File: src/rtl/mrc_pkg.sv
package mrc_pkg;

  typedef logic [1:0] mark_t;

  localparam mark_t MARK_CTRL = 2'b11;

  typedef enum logic [1:0] {
    PC_EVEN  = 2'b00,
    PC_MIXED = 2'b01,
    PC_BOTH  = 2'b11
  } parCode_t;

  typedef struct packed {
    logic txLoad;
    logic rxLoad;
    logic rxErrArm;
  } strobes_t;

  function automatic mark_t rotLeft(input mark_t m);
    case (m)
      2'b00:   rotLeft = 2'b01;
      2'b01:   rotLeft = 2'b10;
      2'b10:   rotLeft = 2'b00;
      default: rotLeft = m;
    endcase
  endfunction

  function automatic mark_t rotRight(input mark_t m);
    case (m)
      2'b00:   rotRight = 2'b10;
      2'b01:   rotRight = 2'b00;
      2'b10:   rotRight = 2'b01;
      default: rotRight = m;
    endcase
  endfunction

  function automatic mark_t swapBits(input mark_t m);
    swapBits = {m[0], m[1]};
  endfunction

endpackage

File: src/rtl/mrc_parity.sv
module mrc_parity
  import mrc_pkg::*;
#(
  parameter int BYTE_W = 8
) (
  input  logic [2*BYTE_W-1:0] data,
  output parCode_t            code
);
  localparam int LANES = 2;

  logic [LANES-1:0] par;

  generate
    for (genvar g = 0; g < LANES; g++) begin : g_lane
      assign par[g] = ^data[g*BYTE_W +: BYTE_W];
    end
  endgenerate

  logic andBit;
  logic orBit;

  assign andBit = &par;
  assign orBit  = |par;

  always_comb begin
    case ({andBit, orBit})
      2'b00:   code = PC_EVEN;
      2'b01:   code = PC_MIXED;
      default: code = PC_BOTH;
    endcase
  end
endmodule

File: src/rtl/mrc_ctrl.sv
module mrc_ctrl
  import mrc_pkg::*;
(
  input  logic     clk,
  input  logic     rst_n,
  input  logic     txValidIn,
  input  logic     rxValidIn,
  output strobes_t strobes,
  output logic     txValidOut,
  output logic     rxValidOut
);
  assign strobes.txLoad   = txValidIn;
  assign strobes.rxLoad   = rxValidIn;
  assign strobes.rxErrArm = rxValidIn;

  always_ff @(posedge clk or negedge rst_n) begin
    if (!rst_n) begin
      txValidOut <= 1'b0;
      rxValidOut <= 1'b0;
    end else begin
      txValidOut <= txValidIn;
      rxValidOut <= rxValidIn;
    end
  end
endmodule

File: src/rtl/mrc_datapath.sv
module mrc_datapath
  import mrc_pkg::*;
#(
  parameter int BYTE_W = 8
) (
  input  logic                clk,
  input  logic                rst_n,
  input  strobes_t            strobes,
  input  logic [2*BYTE_W-1:0] txDataIn,
  input  mark_t               txMarkIn,
  output logic [2*BYTE_W-1:0] txDataOut,
  output mark_t               txMarkOut,
  input  logic [2*BYTE_W-1:0] rxDataIn,
  input  mark_t               rxMarkIn,
  input  mark_t               rxExpMark,
  output logic [2*BYTE_W-1:0] rxDataOut,
  output mark_t               rxMarkOut,
  output logic                rxErr
);
  localparam int DATA_W = 2 * BYTE_W;

  parCode_t txCode;
  parCode_t rxCode;
  mark_t    txMarkNext;
  mark_t    rxMarkNext;

  mrc_parity #(.BYTE_W(BYTE_W)) u_txPar (.data(txDataIn), .code(txCode));
  mrc_parity #(.BYTE_W(BYTE_W)) u_rxPar (.data(rxDataIn), .code(rxCode));

  always_comb begin
    if (txMarkIn == MARK_CTRL) begin
      txMarkNext = txMarkIn;
    end else begin
      case (txCode)
        PC_EVEN:  txMarkNext = txMarkIn;
        PC_MIXED: txMarkNext = rotLeft(txMarkIn);
        default:  txMarkNext = swapBits(rotLeft(txMarkIn));
      endcase
    end
  end

  always_comb begin
    if (rxMarkIn == MARK_CTRL) begin
      rxMarkNext = rxMarkIn;
    end else begin
      case (rxCode)
        PC_EVEN:  rxMarkNext = rxMarkIn;
        PC_MIXED: rxMarkNext = rotRight(rxMarkIn);
        default:  rxMarkNext = rotRight(swapBits(rxMarkIn));
      endcase
    end
  end

  always_ff @(posedge clk or negedge rst_n) begin
    if (!rst_n) begin
      txDataOut <= '0;
      txMarkOut <= '0;
    end else if (strobes.txLoad) begin
      txDataOut <= txDataIn;
      txMarkOut <= txMarkNext;
    end
  end

  always_ff @(posedge clk or negedge rst_n) begin
    if (!rst_n) begin
      rxDataOut <= {DATA_W{1'b0}};
      rxMarkOut <= '0;
      rxErr     <= 1'b0;
    end else begin
      rxErr <= strobes.rxErrArm && (rxMarkNext != rxExpMark);
      if (strobes.rxLoad) begin
        rxDataOut <= rxDataIn;
        rxMarkOut <= rxMarkNext;
      end
    end
  end
endmodule

File: src/rtl/marker_rot_codec.sv
module marker_rot_codec
  import mrc_pkg::*;
#(
  parameter int BYTE_W = 8,
  localparam int DATA_W = 2 * BYTE_W
) (
  input  logic              clk,
  input  logic              rst_n,
  input  logic              txValidIn,
  input  logic [DATA_W-1:0] txDataIn,
  input  logic [1:0]        txMarkIn,
  output logic              txValidOut,
  output logic [DATA_W-1:0] txDataOut,
  output logic [1:0]        txMarkOut,
  input  logic              rxValidIn,
  input  logic [DATA_W-1:0] rxDataIn,
  input  logic [1:0]        rxMarkIn,
  input  logic [1:0]        rxExpMark,
  output logic              rxValidOut,
  output logic [DATA_W-1:0] rxDataOut,
  output logic [1:0]        rxMarkOut,
  output logic              rxErr
);
  strobes_t strobes;

  mrc_ctrl u_ctrl (
    .clk       (clk),
    .rst_n     (rst_n),
    .txValidIn (txValidIn),
    .rxValidIn (rxValidIn),
    .strobes   (strobes),
    .txValidOut(txValidOut),
    .rxValidOut(rxValidOut)
  );

  mrc_datapath #(.BYTE_W(BYTE_W)) u_dp (
    .clk      (clk),
    .rst_n    (rst_n),
    .strobes  (strobes),
    .txDataIn (txDataIn),
    .txMarkIn (txMarkIn),
    .txDataOut(txDataOut),
    .txMarkOut(txMarkOut),
    .rxDataIn (rxDataIn),
    .rxMarkIn (rxMarkIn),
    .rxExpMark(rxExpMark),
    .rxDataOut(rxDataOut),
    .rxMarkOut(rxMarkOut),
    .rxErr    (rxErr)
  );
endmodule

File: config.mk
export PLATFORM = sky130hd
export DESIGN_NAME = marker_rot_codec
export DESIGN_NICKNAME = d
export VERILOG_FILES = /design/src/rtl/mrc_pkg.sv /design/src/rtl/mrc_parity.sv /design/src/rtl/mrc_ctrl.sv /design/src/rtl/mrc_datapath.sv /design/src/rtl/marker_rot_codec.sv
export SDC_FILE = /design/constraint.sdc
export NUM_CORES = 1
export LEC_CHECK = 0
export BUFFER_PORTS_ARGS = -buffer_cell sky130_fd_sc_hd__buf_2
export CAP_MARGIN = 20
export CORE_ASPECT_RATIO = 0.9
export CORE_MARGIN = 2
export CORE_UTILIZATION = 47
export CTS_CLUSTER_DIAMETER = 60
export DETAILED_ROUTE_END_ITERATION = 10
export PLACE_DENSITY = 0.84
export SYNTH_ARGS = -nofsm -noshare
export SYNTH_HDL_FRONTEND = slang
export SYNTH_SLANG_ARGS = --single-unit
File: constraint.sdc
create_clock -name clk -period 0.8 [get_ports clk]
set_input_delay 0.04 -clock clk [delete_from_list [all_inputs] [get_ports clk]]
set_output_delay 0.04 -clock clk [all_outputs]
set_load 0.05 [all_outputs]
==> flow_summary_export.csv, run 1 <==
group,metric,value,unit
grt,grt_max_degree,40,
sta,postGrtWorstEndpoint,"u_dp.rxErr$_DFF_PN0_/D",
yosys,syn_nets,194,
floorplanning,row_count,21,
clock_tree,clockBufferDepth,2,
yosys,synth_area_leaders,"dfrtp_1 (52%), mux2_2 (19%), xnor2_1 (12%)",
clock_tree,clock-root-buffer,"clkbuf_8",
placement,dpl.hpwl,2980,um
floorplanning,die_x,70.6,um
clock_tree,cts.htree.levels,2,
grt,antenna_found_initial,0,
clock_tree,cts_sinks,39,
floorplanning,initial_core_util,0.496,
status,status,"aborted with a tool error",
sta,worstEpCategory,"sequential cell input",
placement,dp_slack,-0.968,ns
yosys,ys_seq_area_frac,0.520,
clock_tree,numCtsBuffers,5,
yosys,synthCells,145,
placement,port_buffers,80,
status,firstError,"[ERROR DPL-0033] detailed placement checks failed during check placement.",
yosys,yosysTopAreaCell,"dfrtp_1",
floorplanning,io_pins,81,
yosys,syn_area,0.00188,mm2
floorplanning,die_h,64.0,um
yosys,yosys_register_bits,39,
yosys,yosys.cell_types.count,22,
placement,gp_congestion,0.728,
status,failing_step,"5_1_grt",
yosys,synth.avg_cell_area,12.9,um2
yosys,yosys.area.top_type_share,0.520,
yosys,yosysWarningCount,0,
[logic make-up after synthesis]
group / count (synthesis) / share of synthesized area
AO/OA/AOI/OAI: 10 / 0.0320
buffers and inverters: 9 / 0.0207
AND/OR/NAND/NOR: 19 / 0.0527
adder cells (fa/ha/maj): 7 / 0.0467
multiplexers: 33 / 0.197
XOR/XNOR: 28 / 0.131
flip-flops: 39 / 0.520
[cells in the mapped netlist]
cell type / number
a21oi_1: 5
a221oi_1: 1
buf_2: 4
dfrtp_1: 39
ha_1: 7
inv_1: 5
mux2_2: 32
mux2i_1: 1
nand2_1: 3
nand3_1: 1
nand3b_1: 1
nand4_1: 1
nor2_1: 5
nor2b_1: 4
nor3_1: 2
o21a_1: 1
o21ai_0: 2
o22a_1: 1
or3_1: 1
or3b_2: 1
xnor2_1: 25
xor2_1: 3
[per-stage QoR]
stage / utilization / TNS, ns / area (um2) / instances
4_1_cts: 0.896 / -6.11 / 3390 / 305
3_3_place_gp: 0.704 / -4.73 / 2660 / 281
2_1_floorplan: - / -5.99 / 2070 / 145
3_5_place_dp: 0.704 / -4.98 / 2660 / 281
[timing repair]
item,CTS
hold buffers,13
resized for setup,122
hold endpoints to repair,51
setup buffers,3
pin swaps,21
endpoints found under the setup margin,44
==> run 2, diff against run 1 <==
--- a/config.mk
+++ b/config.mk
@@ -7,12 +7,10 @@
 export LEC_CHECK = 0
 export BUFFER_PORTS_ARGS = -buffer_cell sky130_fd_sc_hd__buf_2
 export CAP_MARGIN = 20
-export CORE_ASPECT_RATIO = 0.9
 export CORE_MARGIN = 2
-export CORE_UTILIZATION = 47
-export CTS_CLUSTER_DIAMETER = 60
+export CORE_UTILIZATION = 40
 export DETAILED_ROUTE_END_ITERATION = 10
-export PLACE_DENSITY = 0.84
+export PLACE_DENSITY_LB_ADDON = 0.15
 export SYNTH_ARGS = -nofsm -noshare
 export SYNTH_HDL_FRONTEND = slang
 export SYNTH_SLANG_ARGS = --single-unit
==> flow_summary_export.csv, run 2 <==
group,metric,value,unit
status,status,"finished, violations left",
status,violations,"negative setup slack",
floorplanning,coreArea,0.00444,mm2
yosys,yosysTopAreaCell,"dfrtp_1",
yosys,async_flop_share,1.00,
floorplanning,die_x,72.5,um
cells_and_area,fin_util,0.777,
setup_path,endpoint_kind,"register",
yosys,ys_seq_area_frac,0.520,
routing,dr_total_vias,1511,
sta,maxSlewHeadroom,0.731,
clock_tree,cts.htree.levels,2,
yosys,synthCells,145,
clock_tree,clock_latency,0.27,ns
yosys,yosysMostFrequentCell,"dfrtp_1",
cells_and_area,multi_input_area,0.00121,mm2
grt,grt_pass1_wl,7670,um
setup_path,cp_cell_sequence,"buf_6, xnor2_4, xnor2_2, xor2_1, inv_1, ha_2, nor2b_4, o21a_1, or3_1, nand4_1",
routing,viasPerCell,4.91,
yosys,yosys.area.top_type_share,0.520,
sta,setup_viol,50,
sta,rsz0062_at_grt,"yes",
yosys,synth_area_leaders,"dfrtp_1 (52%), mux2_2 (19%), xnor2_1 (12%)",
clock_tree,clockBufferDepth,2,
yosys,synth_ff_type,"dfrtp_1",
yosys,synth.avg_cell_area,12.9,um2
grt,grt_pass1_vias,1657,
routing,ant_nets,0,
floorplanning,die_h,72.5,um
clock_tree,cts_sinks,39,
routing,drt-total-wl,5120,um
yosys,syn_area,0.00188,mm2
yosys,yosys_register_bits,39,
sta,hold_viol,0,
cells_and_area,fillCellCount,265,
flow_run,cap_violations,0,
clock_tree,clk_pin_slew_worst_paths,0.08,ns
yosys,yosys-top-cells-count,"dfrtp_1 (39), mux2_2 (32), xnor2_1 (25)",
grt,antenna_found_initial,0,
placement,port_buffers,80,
setup_path,cp_max_fo,3,
floorplanning,initial_core_util,0.422,
sta,skew,0,ns
placement,dp_slack,-0.984,ns
clock_tree,clock-root-buffer,"clkbuf_8",
pwr,peakVddDrop,2030,uV
placement,dpl.hpwl,3170,um
cells_and_area,syn_to_final_growth,84.1,%
setup_path,cp_top_family,"XOR/XNOR gates",
setup_path,worstPathRequired,1.02,ns
routing,drc_errors,0,
routing,initialDrtViolationCount,38,
routing,dr.pass1.iters,4,
yosys,yosysWarningCount,0,
clock_tree,cts_tree,"yes",
yosys,synth_edf_count,0,
setup_path,slowest_delay,0.33,ns
sta,worst_slew_pin_slew,0.404,ns
sta,layout_min_cycle_time,1.47,ns
setup_path,crit_buf_inv,2,
grt,grt_max_degree,40,
cells_and_area,antenna_cells,0,
sta,timing.final.crit_share,1.83,
setup_path,path_class,"input pin to register",
routing,routedWlPerCell,16.6,um
sta,timing.fmax,682,MHz
clock_tree,numCtsBuffers,5,
floorplanning,io_pins,81,
cells_and_area,biggestRegsByFlops,"u_dp.rxDataOut (16), u_dp.txDataOut (16)",
pwr,powerDensity,2200,mW/mm2
cells_and_area,layout_commonest_cell,"buf_6",
cells_and_area,most-common-layout-cells,"buf_6 (57), dfrtp_2 (32), mux2_2 (29), buf_2 (21)",
yosys,syn_nets,194,
yosys,yosys.cell_types.count,22,
sta,timing.final.max_slew_violations,0,
grt,grt-ovfl-total,0,
hold_path,hp-class,"input pin to register",
setup_path,startpoint_type,"input pin",
setup_path,slowest_stage,"or3_1",
floorplanning,dieArea,0.00526,mm2
grt,track_usage,0.192,
cells_and_area,regArea,0.00102,mm2
setup_path,worstPathArrival,1.68,ns
placement,gp_congestion,0.737,
sta,worst_slack,-0.667,ns
pwr,p_leak,1.54,nW
cells_and_area,nets,304,
floorplanning,row_count,24,
cells_and_area,drive_gt1_frac,0.777,
run 2: cell counts after synthesis:
No cell type changed its count.
run 2: what timing repair did:
action | in CTS | in global routing
hold buffers | 9 | 6
buffers inserted | 3 | 2
gates resized for setup | 103 | 37
pin swaps | 21 | 17
endpoints found under the hold margin | 47 | 6
endpoints found under the setup margin | 44 | 58
run 2: cell families (layout without fill, tap and decap cells):
group                      Yosys count  after routing  share of synthesized area
adders and majority gates            7              7                     0.0467
AOI/OAI and AO/OA                   10             10                     0.0320
buffers and inverters                9            120                     0.0207
DFF                                 39             39                      0.520
and+or+nand+nor                     19             19                     0.0527
muxes                               33             33                      0.197
xor gates and xnor gates            28             28                      0.131
run 2: power by group:
part,total (W),internal [W],switching (W)
Sequential,0.00244,0.00225,0.000189
Clock,0.00144,0.000788,0.000657
Combinational,0.00372,0.00175,0.00197
run 2: cell type report:
type / count / share of cell area
clock buffers: 8 / 0.0290
well taps: 52 / 0.0188
flip-flops and latches: 39 / 0.294
repair buffers: 107 / 0.302
inverters: 5 / 0.00543
multi-input cells: 97 / 0.351
run 2: worst paths after layout:
check | from | end | slack [ns] | cells past startpoint
max in group asynchronous | rst_n | u_dp.txDataOut[7] | 0.31 | 3
min in group asynchronous | rst_n | u_dp.txDataOut[3] | 0.27 | 3
worst min register to register | u_dp.rxDataOut[14] | u_dp.rxDataOut[14] | 0.53 | 1
worst max-delay path | rxDataIn[0] | u_dp.rxErr | -0.67 | 10
worst max register to register | u_dp.txMarkOut[0] | u_dp.txMarkOut[0] | -0.04 | 2
worst min-delay path | rxDataIn[7] | u_dp.rxDataOut[7] | 0.02 | 2
run 2: metal layers:
metal	vias to the layer above	global-route usage	routed length, um
met5	-	0	0
met4	0	0.0535	29
met3	6	0.0569	272
met2	52	0.383	3040
met1	742	0.189	1780
li1	711	-	-
run 2: per-stage QoR:
step,cell area (um2),hold slack [ns],instances,setup TNS (ns),power (W)
floorplan,2070,-0.256,145,-5.99,0.00437
global route,3450,0.00427,308,-7.99,0.00802
finish,3450,0.0210,308,-6.07,0.00761
CTS,3190,0.00778,300,-6.28,0.00722
global placement,2600,0.0186,281,-6.29,0.00503
detailed placement,2600,0.0274,281,-7.25,0.00513
(Power assumes the default switching activity.)
